===== src/rtl/irqc_pkg.sv =====
package irqc_pkg;
   localparam int GRP_N      = 3;
   localparam int GRP_TX     = 0;
   localparam int GRP_RX     = 1;
   localparam int GRP_MISC   = 2;
   localparam int GRP_STRIDE = 8;
   localparam int SUM_BASE   = GRP_N * GRP_STRIDE;

   typedef enum logic [2:0] {
      OFS_CAUSE  = 3'd0,
      OFS_MSET   = 3'd1,
      OFS_MCLR   = 3'd2,
      OFS_MODE   = 3'd3,
      OFS_MASKED = 3'd4,
      OFS_MVAL   = 3'd5
   } grp_ofs_e;

   localparam logic [2:0] SUM_OFS_CAUSE = 3'd0;
   localparam logic [2:0] SUM_OFS_MASK  = 3'd1;

   typedef struct packed {
      logic wr_cause;
      logic rd_cause;
      logic wr_mset;
      logic wr_mclr;
      logic wr_mode;
   } grp_strobe_t;
endpackage


===== src/rtl/irqc_cause_group.sv =====
module irqc_cause_group
   import irqc_pkg::*;
#(
   parameter int DATA_W = 32
) (
   input  logic              clk,
   input  logic              rst_n,
   input  logic [DATA_W-1:0] ev,
   input  grp_strobe_t       stb,
   input  logic [DATA_W-1:0] wdata,
   output logic [DATA_W-1:0] cause,
   output logic [DATA_W-1:0] masked,
   output logic [DATA_W-1:0] mask,
   output logic              cor,
   output logic              active
);
   logic [DATA_W-1:0] cause_q, mask_q, clr;
   logic              cor_q;

   always_comb begin
      clr = '0;
      if (stb.wr_cause && !cor_q)
         clr = wdata;
      else if (stb.rd_cause && cor_q)
         clr = cause_q;
   end

   always_ff @(posedge clk or negedge rst_n) begin
      if (!rst_n) begin
         cause_q <= '0;
         mask_q  <= '1;
         cor_q   <= 1'b0;
      end else begin
         cause_q <= (cause_q & ~clr) | ev;
         if (stb.wr_mset)
            mask_q <= mask_q | wdata;
         else if (stb.wr_mclr)
            mask_q <= mask_q & ~wdata;
         if (stb.wr_mode)
            cor_q <= &wdata;
      end
   end

   assign cause  = cause_q;
   assign mask   = mask_q;
   assign cor    = cor_q;
   assign masked = cause_q & ~mask_q;
   assign active = |masked;

   p_set_wins_r10: assert property (@(posedge clk) disable iff (!rst_n)
      (ev != '0) |=> ((cause & $past(ev)) == $past(ev)));

   p_cor_read_clears_r4: assert property (@(posedge clk) disable iff (!rst_n)
      (stb.rd_cause && cor && ev == '0) |=> (cause == '0));

   p_w1c_read_keeps_r3: assert property (@(posedge clk) disable iff (!rst_n)
      (stb.rd_cause && !cor && ev == '0) |=> (cause == $past(cause)));

   p_mask_set_r5: assert property (@(posedge clk) disable iff (!rst_n)
      stb.wr_mset |=> ((mask & $past(wdata)) == $past(wdata)));

   p_mask_clr_r5: assert property (@(posedge clk) disable iff (!rst_n)
      stb.wr_mclr |=> ((mask & $past(wdata)) == '0));
endmodule


===== src/rtl/irqc_summary.sv =====
module irqc_summary
   import irqc_pkg::*;
(
   input  logic             clk,
   input  logic             rst_n,
   input  logic [GRP_N-1:0] active,
   input  logic             rd,
   input  logic             wr_mask,
   input  logic [GRP_N-1:0] wmask,
   output logic [GRP_N-1:0] sum,
   output logic [GRP_N-1:0] sum_mask,
   output logic             irq
);
   logic [GRP_N-1:0] sum_q, smask_q;

   always_ff @(posedge clk or negedge rst_n) begin
      if (!rst_n) begin
         sum_q   <= '0;
         smask_q <= '1;
      end else begin
         sum_q <= (rd ? '0 : sum_q) | active;
         if (wr_mask)
            smask_q <= wmask;
      end
   end

   assign sum      = sum_q;
   assign sum_mask = smask_q;
   assign irq      = |(sum_q & ~smask_q);

   p_sum_follows_r7: assert property (@(posedge clk) disable iff (!rst_n)
      (active != '0) |=> ((sum & $past(active)) == $past(active)));

   p_read_clears_r8: assert property (@(posedge clk) disable iff (!rst_n)
      (rd && active == '0) |=> (sum == '0));

   p_sticky_r8: assert property (@(posedge clk) disable iff (!rst_n)
      (!rd) |=> ((sum & $past(sum)) == $past(sum)));

   p_irq_has_source_r9: assert property (@(posedge clk) disable iff (!rst_n)
      irq |-> (sum != '0));
endmodule


===== src/rtl/irqc_regbus.sv =====
module irqc_regbus
   import irqc_pkg::*;
#(
   parameter int DATA_W = 32,
   parameter int ADDR_W = 6
) (
   input  logic                          clk,
   input  logic                          rst_n,
   input  logic                          bus_wr,
   input  logic                          bus_rd,
   input  logic [ADDR_W-1:0]             bus_addr,
   input  logic [GRP_N-1:0][DATA_W-1:0]  grp_cause,
   input  logic [GRP_N-1:0][DATA_W-1:0]  grp_masked,
   input  logic [GRP_N-1:0][DATA_W-1:0]  grp_mask,
   input  logic [GRP_N-1:0]              grp_cor,
   input  logic [GRP_N-1:0]              sum,
   input  logic [GRP_N-1:0]              sum_mask,
   output grp_strobe_t [GRP_N-1:0]       grp_stb,
   output logic                          sum_rd,
   output logic                          sum_wr,
   output logic [DATA_W-1:0]             bus_rdata
);
   localparam int HI_W = ADDR_W - 3;

   logic [HI_W-1:0]   addr_hi;
   logic [2:0]        addr_ofs;
   logic [GRP_N-1:0]  grp_hit;
   logic              sum_hit, mapped;
   logic [DATA_W-1:0] rd_mux, rdata_q;

   assign addr_hi  = bus_addr[ADDR_W-1:3];
   assign addr_ofs = bus_addr[2:0];
   assign sum_hit  = (addr_hi == HI_W'(GRP_N));

   for (genvar g = 0; g < GRP_N; g++) begin : g_dec
      assign grp_hit[g]          = (addr_hi == HI_W'(g));
      assign grp_stb[g].wr_cause = bus_wr && grp_hit[g] && (addr_ofs == OFS_CAUSE);
      assign grp_stb[g].rd_cause = bus_rd && grp_hit[g] && (addr_ofs == OFS_CAUSE);
      assign grp_stb[g].wr_mset  = bus_wr && grp_hit[g] && (addr_ofs == OFS_MSET);
      assign grp_stb[g].wr_mclr  = bus_wr && grp_hit[g] && (addr_ofs == OFS_MCLR);
      assign grp_stb[g].wr_mode  = bus_wr && grp_hit[g] && (addr_ofs == OFS_MODE);
   end

   assign sum_rd = bus_rd && sum_hit && (addr_ofs == SUM_OFS_CAUSE);
   assign sum_wr = bus_wr && sum_hit && (addr_ofs == SUM_OFS_MASK);
   assign mapped = ((|grp_hit) && (addr_ofs <= OFS_MVAL)) ||
                   (sum_hit && (addr_ofs <= SUM_OFS_MASK));

   always_comb begin
      rd_mux = '0;
      for (int g = 0; g < GRP_N; g++) begin
         if (grp_hit[g]) begin
            case (addr_ofs)
               OFS_CAUSE:  rd_mux = grp_cause[g];
               OFS_MODE:   rd_mux = {DATA_W{grp_cor[g]}};
               OFS_MASKED: rd_mux = grp_masked[g];
               OFS_MVAL:   rd_mux = grp_mask[g];
               default:    rd_mux = '0;
            endcase
         end
      end
      if (sum_hit) begin
         if (addr_ofs == SUM_OFS_CAUSE)
            rd_mux = DATA_W'(sum);
         else if (addr_ofs == SUM_OFS_MASK)
            rd_mux = DATA_W'(sum_mask);
      end
   end

   always_ff @(posedge clk or negedge rst_n) begin
      if (!rst_n)
         rdata_q <= '0;
      else if (bus_rd)
         rdata_q <= rd_mux;
   end

   assign bus_rdata = rdata_q;

   p_unmapped_zero_r11: assert property (@(posedge clk) disable iff (!rst_n)
      (bus_rd && !mapped) |=> (bus_rdata == '0));

   p_hold_r11: assert property (@(posedge clk) disable iff (!rst_n)
      (!bus_rd) |=> $stable(bus_rdata));
endmodule


===== src/rtl/grp_irq_ctrl.sv =====
module grp_irq_ctrl
   import irqc_pkg::*;
#(
   parameter int DATA_W = 32,
   parameter int ADDR_W = 6
) (
   input  logic              clk,
   input  logic              rst_n,
   input  logic [DATA_W-1:0] ev_tx,
   input  logic [DATA_W-1:0] ev_rx,
   input  logic [DATA_W-1:0] ev_misc,
   input  logic              bus_wr,
   input  logic              bus_rd,
   input  logic [ADDR_W-1:0] bus_addr,
   input  logic [DATA_W-1:0] bus_wdata,
   output logic [DATA_W-1:0] bus_rdata,
   output logic              irq_o
);
   if (DATA_W < 8 || DATA_W > 64) begin : g_bad_data_w
      $error("grp_irq_ctrl: DATA_W must be within 8..64");
   end
   if ((1 << ADDR_W) <= SUM_BASE + 1) begin : g_bad_addr_w
      $error("grp_irq_ctrl: ADDR_W too narrow for the register map");
   end

   logic [GRP_N-1:0][DATA_W-1:0] ev_all, cause_all, masked_all, mask_all;
   logic [GRP_N-1:0]             cor_all, active_all, sum, sum_mask;
   grp_strobe_t [GRP_N-1:0]      stb_all;
   logic                         sum_rd, sum_wr;

   assign ev_all[GRP_TX]   = ev_tx;
   assign ev_all[GRP_RX]   = ev_rx;
   assign ev_all[GRP_MISC] = ev_misc;

   irqc_regbus #(.DATA_W(DATA_W), .ADDR_W(ADDR_W)) regbus_i (
      .clk        (clk),
      .rst_n      (rst_n),
      .bus_wr     (bus_wr),
      .bus_rd     (bus_rd),
      .bus_addr   (bus_addr),
      .grp_cause  (cause_all),
      .grp_masked (masked_all),
      .grp_mask   (mask_all),
      .grp_cor    (cor_all),
      .sum        (sum),
      .sum_mask   (sum_mask),
      .grp_stb    (stb_all),
      .sum_rd     (sum_rd),
      .sum_wr     (sum_wr),
      .bus_rdata  (bus_rdata)
   );

   for (genvar g = 0; g < GRP_N; g++) begin : g_grp
      irqc_cause_group #(.DATA_W(DATA_W)) grp_i (
         .clk    (clk),
         .rst_n  (rst_n),
         .ev     (ev_all[g]),
         .stb    (stb_all[g]),
         .wdata  (bus_wdata),
         .cause  (cause_all[g]),
         .masked (masked_all[g]),
         .mask   (mask_all[g]),
         .cor    (cor_all[g]),
         .active (active_all[g])
      );
   end

   irqc_summary summary_i (
      .clk      (clk),
      .rst_n    (rst_n),
      .active   (active_all),
      .rd       (sum_rd),
      .wr_mask  (sum_wr),
      .wmask    (bus_wdata[GRP_N-1:0]),
      .sum      (sum),
      .sum_mask (sum_mask),
      .irq      (irq_o)
   );
endmodule


===== config.mk =====
export PLATFORM = sky130hd
export DESIGN_NAME = grp_irq_ctrl
export DESIGN_NICKNAME = d
export VERILOG_FILES = /design/src/rtl/irqc_pkg.sv /design/src/rtl/irqc_cause_group.sv /design/src/rtl/irqc_summary.sv /design/src/rtl/irqc_regbus.sv /design/src/rtl/grp_irq_ctrl.sv
export SDC_FILE = /design/constraint.sdc
export NUM_CORES = 1
export LEC_CHECK = 0
export BUFFER_PORTS_ARGS = -buffer_cell sky130_fd_sc_hd__buf_4
export CAP_MARGIN = 0
export CORE_ASPECT_RATIO = 1.25
export CORE_UTILIZATION = 63
export DETAILED_ROUTE_END_ITERATION = 8
export GPL_TIMING_DRIVEN = 0
export PLACE_DENSITY = 0.92
export SETUP_SLACK_MARGIN = 0.2
export SLEW_MARGIN = 30
export SYNTH_ARGS = -nofsm -noshare
export SYNTH_HDL_FRONTEND = slang
export SYNTH_SLANG_ARGS = --single-unit

===== constraint.sdc =====
create_clock -name clk -period 2.6 [get_ports clk]
set_input_delay 0.52 -clock clk [delete_from_list [all_inputs] [get_ports clk]]
set_output_delay 0.52 -clock clk [all_outputs]
set_load 0.01 [all_outputs]

## Yosys cells after proc, flatten, opt, wreduce, memory -nomap -nowiden

Cells that the tools add are included.

| word-level totals | value |
|---|---|
| flip-flop bits (word level) | 233 |
| logic and storage cells | 111 |
| input bits | 138 |

| cells by class | value |
|---|---|
| bitwise gates (word level) | 25 |
| equal/unequal tests | 8 |
| reductions and logical operators | 44 |
| muxes and demuxes | 22 |

Operators by type and width:

| cell | count |
|---|---|
| $mux W32 | 18 |
| $pmux W32 S4 | 3 |
| $and A32 B32 Y32 | 9 |
| $not A32 Y32 | 7 |
| $or A32 B32 Y32 | 6 |
| $reduce_or A32 Y1 | 3 |
| $reduce_and A32 Y1 | 1 |
| $logic_and A1 B1 Y1 | 31 |
| $eq A3 B2 Y1 const B | 4 |
| $eq A3 B1 Y1 const B | 2 |
| $eq A3 B3 Y1 const B | 2 |
| $logic_not A3 Y1 | 2 |
| $reduce_bool A2 Y1 | 3 |
| $and A3 B3 Y3 | 1 |
| $logic_not A1 Y1 | 3 |
| $mux W3 | 1 |
| $not A3 Y3 | 1 |
| $or A3 B3 Y3 | 1 |
| $reduce_or A3 Y1 | 1 |

## Depth between registers and ports, before layout

| logic depth | value |
|---|---|
| depth after elaboration | 9 |
| gate-level depth with buffers | 9 |
| gate-level depth less buffers | 5 |

## Cells and area by module

A second synthesis with hierarchy kept.

| unflattened totals | value |
|---|---|
| cells, all modules | 1444 |
| area, all modules | 13820.8 sq um |

By module, submodules not included:

| module | instances | cells an instance | area an instance (sq um) | seq. area each (sq um) |
|---|---|---|---|---|
| irqc_cause_group | 3 | 265 | 3002.9 | 1666.6 |
| irqc_regbus | 1 | 632 | 4575.6 | 800.8 |
| irqc_summary | 1 | 17 | 236.5 | 153.9 |

## Least setup slack after synthesis

Ideal clock, no wire load.

| path | value |
|---|---|
| path kind | input -> register |
| start | input port bus_addr[5] |
| end | register regbus_i.rdata_q[21], in the netlist regbus_i.bus_rdata[21] |
| arrival time | 1771 ps |
| cell stages on the path | 7 |
| buffers on the path | 3 |
| slack | 695 ps |
| setup time | 135 ps |
| path through | buf_2 or3b_4 a21o_1 buf_2 buf_4 o32ai_1 o22ai_1 |

| on the way | value |
|---|---|
| longest elaborated chain between the ends | 7 |

RTL lines:

| item | line | text |
|---|---|---|
| from (decl) | grp_irq_ctrl.sv:14 | `input logic [ADDR_W-1:0] bus_addr,` |
| $logic_not A3 Y1 | irqc_regbus.sv:36 | `assign grp_hit[g] = (addr_hi == HI_W'(g));` |
| $mux W32 (3 in a row) | irqc_regbus.sv:52 | `if (grp_hit[g]) begin` |
| $mux W32 | irqc_regbus.sv:65 | `else if (addr_ofs == SUM_OFS_MASK)` |
| $mux W32 | irqc_regbus.sv:63 | `if (addr_ofs == SUM_OFS_CAUSE)` |
| $mux W32 (*) | irqc_regbus.sv:62 | `if (sum_hit) begin` |
| to (signal assigned) | irqc_regbus.sv:74 | `rdata_q <= rd_mux;` |
| to (decl) | irqc_regbus.sv:29 | `logic [DATA_W-1:0] rd_mux, rdata_q;` |

Every way passes the cells marked *; elsewhere a longest branch is shown, timed or not.
A chain may end at the register's enable or synchronous reset.

## Final worst setup path

| path | value |
|---|---|
| start | input port bus_addr[0] |
| end | register regbus_i.rdata_q[15], in the netlist regbus_i.bus_rdata[15] |

| on the way | value |
|---|---|
| longest elaborated chain between the ends | 8 |

RTL lines:

| item | line | text |
|---|---|---|
| $eq A3 B3 Y1 (tied with other cells) | irqc_regbus.sv:53 | `case (addr_ofs)` |
| $pmux W32 S4 | irqc_regbus.sv:53 |  |
| $mux W32 (3 in a row) | irqc_regbus.sv:52 |  |
| $mux W32 | irqc_regbus.sv:65 |  |
| $mux W32 | irqc_regbus.sv:63 |  |
| $mux W32 (*) | irqc_regbus.sv:62 |  |

Marks and branches as above.

==> impl_metrics.toml <==
[setup_path]
regToRegEndpoint = "regbus_i.bus_rdata[4]"
critical_path.startpoint = "bus_addr[0]"
crit_path_max_fanout = 10
setup.worst_path.start_class = "input pin"
cp_data_required_time_ps = 3060
critPathCaptureType = "flop"
worst-setup-path-type = "input pin to flop"
reg2reg_slack_ps = 260
worstRegToRegCells = 7
critical_path.reg2reg.startpoint = "g_grp[1].grp_i.cor"
arrival_ps = 2850

[hold_path]
hp-class = "input pin to asynchronous set/reset pin"

[route]
drt-vias-per-instance = 6.935
detail_route.iter0.violations = 2237
routed_wire_length_mm = 50.03
drt-pass1-iter-count = 9
via_count = 13160
routed_wire_length_per_instance_um = 26.36
drt.antenna.violating_nets = 0
number_of_design_rule_violations_left_after_detail_routing = 9

[logic_synthesis]
synth_async_sr_flop_share = 1.000
postSynthNetCount = 1589
synth_seq_cells = 233
yosysWarningCount = 0
post_synth_edffs = 0
synth.top_cells.by_area = "sky130_fd_sc_hd__dfrtp_1, sky130_fd_sc_hd__dfstp_2, sky130_fd_sc_hd__nand2_1, sky130_fd_sc_hd__a31o_2, sky130_fd_sc_hd__a22o_1"
syn_inst = 1451
post-synth-top-area-fraction = 0.2632
synthTopCellsByCount = "sky130_fd_sc_hd__nand2_1, sky130_fd_sc_hd__dfrtp_1, sky130_fd_sc_hd__inv_1"
yosys.cell_count.top_type = "sky130_fd_sc_hd__nand2_1"
mappedNetlistArea_sq_mm = 0.01274
yosys.area.top_type = "sky130_fd_sc_hd__dfrtp_1"
commonest_register_cell_after_synthesis = "sky130_fd_sc_hd__dfrtp_1"
synth_area_per_cell_sq_um = 8.782
synth.yosys.seq_area_share = 0.4673
yosys.cell_types.count = 56

[power_and_ir_drop]
power_report.internal_total_w = 0.006623
report.power.total_w = 0.009198
p_clk_frac = 0.385
leakagePower_nw = 6.174
sw_frac_of_total = 0.2800
combinationalPowerShare = 0.149
power.switching_w = 0.002575
pwr-share-seq = 0.466
powerDensity_mw_per_mm2 = 615.3
maximum_vdd_drop_mv = 0.5232

[placement]
place_hpwl_mm = 35.45
port_buffers = 135
globalplace.congestion = 1.073

[floorplanning]
placementRows = 57
boundaryPins = 171
design.die.area_sq_mm = 0.02080
die_h_um = 161.0
core_region_area_sq_mm = 0.01961
floorplan.initialDensity = 0.6497
die_width_um = 129.2

[timing]
fin_worst_skew_ps = 19.45
aggregate_negative_setup_slack_ps = 0
final-max-slew-violation-count = 0
timing.final.setup_violations = 0
hold_slack_ps = -24.84
worstMarginPinSlew_ps = 1021
max_freq_mhz = 417.5
slew_headroom = 0.3195
final.period_utilization = 0.9212
rsz0062_at_grt = "false"
fin_crit_ps = 2395
final_hold_viol_count = 8

[cts]
clk-insertion-delay-late_ps = 540
cts.reportedPaths.clkPinSlew_ps = 60
cts_inserted_buffers = 25
holdBufCountCts = 0
cts_tree = "yes"
clock-sinks = 233
cts-root-buf = "sky130_fd_sc_hd__clkbuf_16"
cts-root-to-sink-buffers = 3
setup_repair_bufs_after_cts = 0
htree_levels = 1

[final_layout]
multiInputGateArea_sq_mm = 0.005794
register_area_sq_mm = 0.005954
area_growth_syn_to_layout_pct = 17.32
fill_count = 1443
antenna_cells_inserted = 0
final_core_util = 0.7622
final_nets = 1753
fraction_of_final_layout_cells_sized_beyond_drive_strength_1 = 0.2719

[flow_run]
drv_cap = 0

[global_routing]
maximum_number_of_pins_on_one_net_before_global_route_repair = 90
via_count_of_the_first_global_routing_pass = 12850
number_of_antenna_violations_at_the_first_check_in_global_routing = 0
grt_util_all_layers = 0.4891
first_pass_grt_wire_length_mm = 74.46
grt_residual_overflow = 0

[outcome]
failing_checks = "DRC, hold timing"
outcome = "finished, violations left"
[final cells by class]
class | instances | share of cell area
plain buffers | 128 | 0.03917
clock buffers | 41 | 0.04988
clock inverters | 4 | 0.003264
inverters | 110 | 0.02762
multi-input cells | 980 | 0.3876
flip-flops and latches | 233 | 0.3983
well taps | 265 | 0.02218
repair buffers | 137 | 0.07198
[power groups by stage]
| stage | logic [W] | registers (W) | clock network (W) |
|---|---|---|---|
| 2_1_floorplan | 0.000735 | 0.00425 | 0 |
| 3_3_place_gp | 0.00127 | 0.00430 | 0 |
| 3_5_place_dp | 0.00131 | 0.00431 | 0 |
| 4_1_cts | 0.00132 | 0.00426 | 0.00350 |
| 5_1_grt | 0.00145 | 0.00430 | 0.00365 |
| 6_report | 0.00137 | 0.00428 | 0.00354 |
[metal layers]
layer	global-route usage	share of wire	vias to the layer above	wire, um
met5	0	0	-	0
met1	0.6062	0.34	6266	16990
li1	-	-	5454	-
met2	0.7136	0.43	1115	21300
met3	0.1325	0.13	327	6681
met4	0.3995	0.10	0	5053
[worst max-delay path, stage by stage]
cell and delay [ps]:
sky130_fd_sc_hd__buf_4 150, sky130_fd_sc_hd__and2_1 130, sky130_fd_sc_hd__clkbuf_1 210, sky130_fd_sc_hd__buf_2 340, sky130_fd_sc_hd__buf_2 310, sky130_fd_sc_hd__nand2_1 80
sky130_fd_sc_hd__a21oi_1 730, sky130_fd_sc_hd__o32ai_1 220, sky130_fd_sc_hd__o22ai_1 160
[logic make-up (layout without fill, tap and decap cells)]
logic type | count (synthesis) | in the layout | synth area share
compound gates | 416 | 416 | 0.2395
simple gates | 526 | 526 | 0.1832
buf+inv | 238 | 420 | 0.07836
xor+xnor | 1 | 1 | 0.0006875
flops | 233 | 233 | 0.4673
mux | 37 | 37 | 0.03093
[metrics by stage]
stage	hold slack, ps	cell area (sq um)	worst slack, ps	instances
global route	27.73	14950	204.3	1898
CTS	4.979	14940	342.7	1898
floorplan	224.4	12740	694.6	1451
global placement	488.3	14090	-710.8	1851
detailed placement	499.4	14150	-67.21	1853
finish	-24.84	14950	204.9	1898
[worst max-delay path by stage]
stage	end	cells past startpoint
floorplan	regbus_i.bus_rdata[21]	7
global placement	g_grp[1].grp_i.cause[10]	1
detailed placement	regbus_i.bus_rdata[4]	7
CTS	regbus_i.bus_rdata[4]	7
global route	regbus_i.bus_rdata[12]	7
finish	regbus_i.bus_rdata[15]	9
[cell usage in the layout, fill, tap and decap left out, types with 5 or more instances in the layout]
master                        n
sky130_fd_sc_hd__o22ai_1     69
sky130_fd_sc_hd__clkbuf_1    68
sky130_fd_sc_hd__a21oi_1     97
sky130_fd_sc_hd__buf_1       13
sky130_fd_sc_hd__dfrtp_1    134
sky130_fd_sc_hd__a221oi_1    17
sky130_fd_sc_hd__buf_4      145
sky130_fd_sc_hd__clkbuf_8     6
sky130_fd_sc_hd__nor2_2       5
sky130_fd_sc_hd__dfstp_2     99
sky130_fd_sc_hd__nand3_1     79
sky130_fd_sc_hd__buf_2       45
sky130_fd_sc_hd__a22oi_1      5
sky130_fd_sc_hd__a2bb2oi_1   16
sky130_fd_sc_hd__nand2_1    358
sky130_fd_sc_hd__inv_1      110
sky130_fd_sc_hd__a31o_1      14
sky130_fd_sc_hd__o21ai_0     14
sky130_fd_sc_hd__mux2_2      17
sky130_fd_sc_hd__clkbuf_16   25
sky130_fd_sc_hd__nand4_1     17
sky130_fd_sc_hd__nor2b_1      6
sky130_fd_sc_hd__a22o_1      64
sky130_fd_sc_hd__nand2b_1    23
sky130_fd_sc_hd__nor3_1       5
sky130_fd_sc_hd__nor2_1       5
sky130_fd_sc_hd__mux2i_1     18
sky130_fd_sc_hd__a31o_2      82
sky130_fd_sc_hd__o32ai_1     23
[repair_timing]
item                                    4_1_cts  5_1_grt
endpoints found under the hold margin         0        0
endpoints found under the setup margin        0        1
gates resized for setup                       0        1
Power figures use the tool's default switching activity.
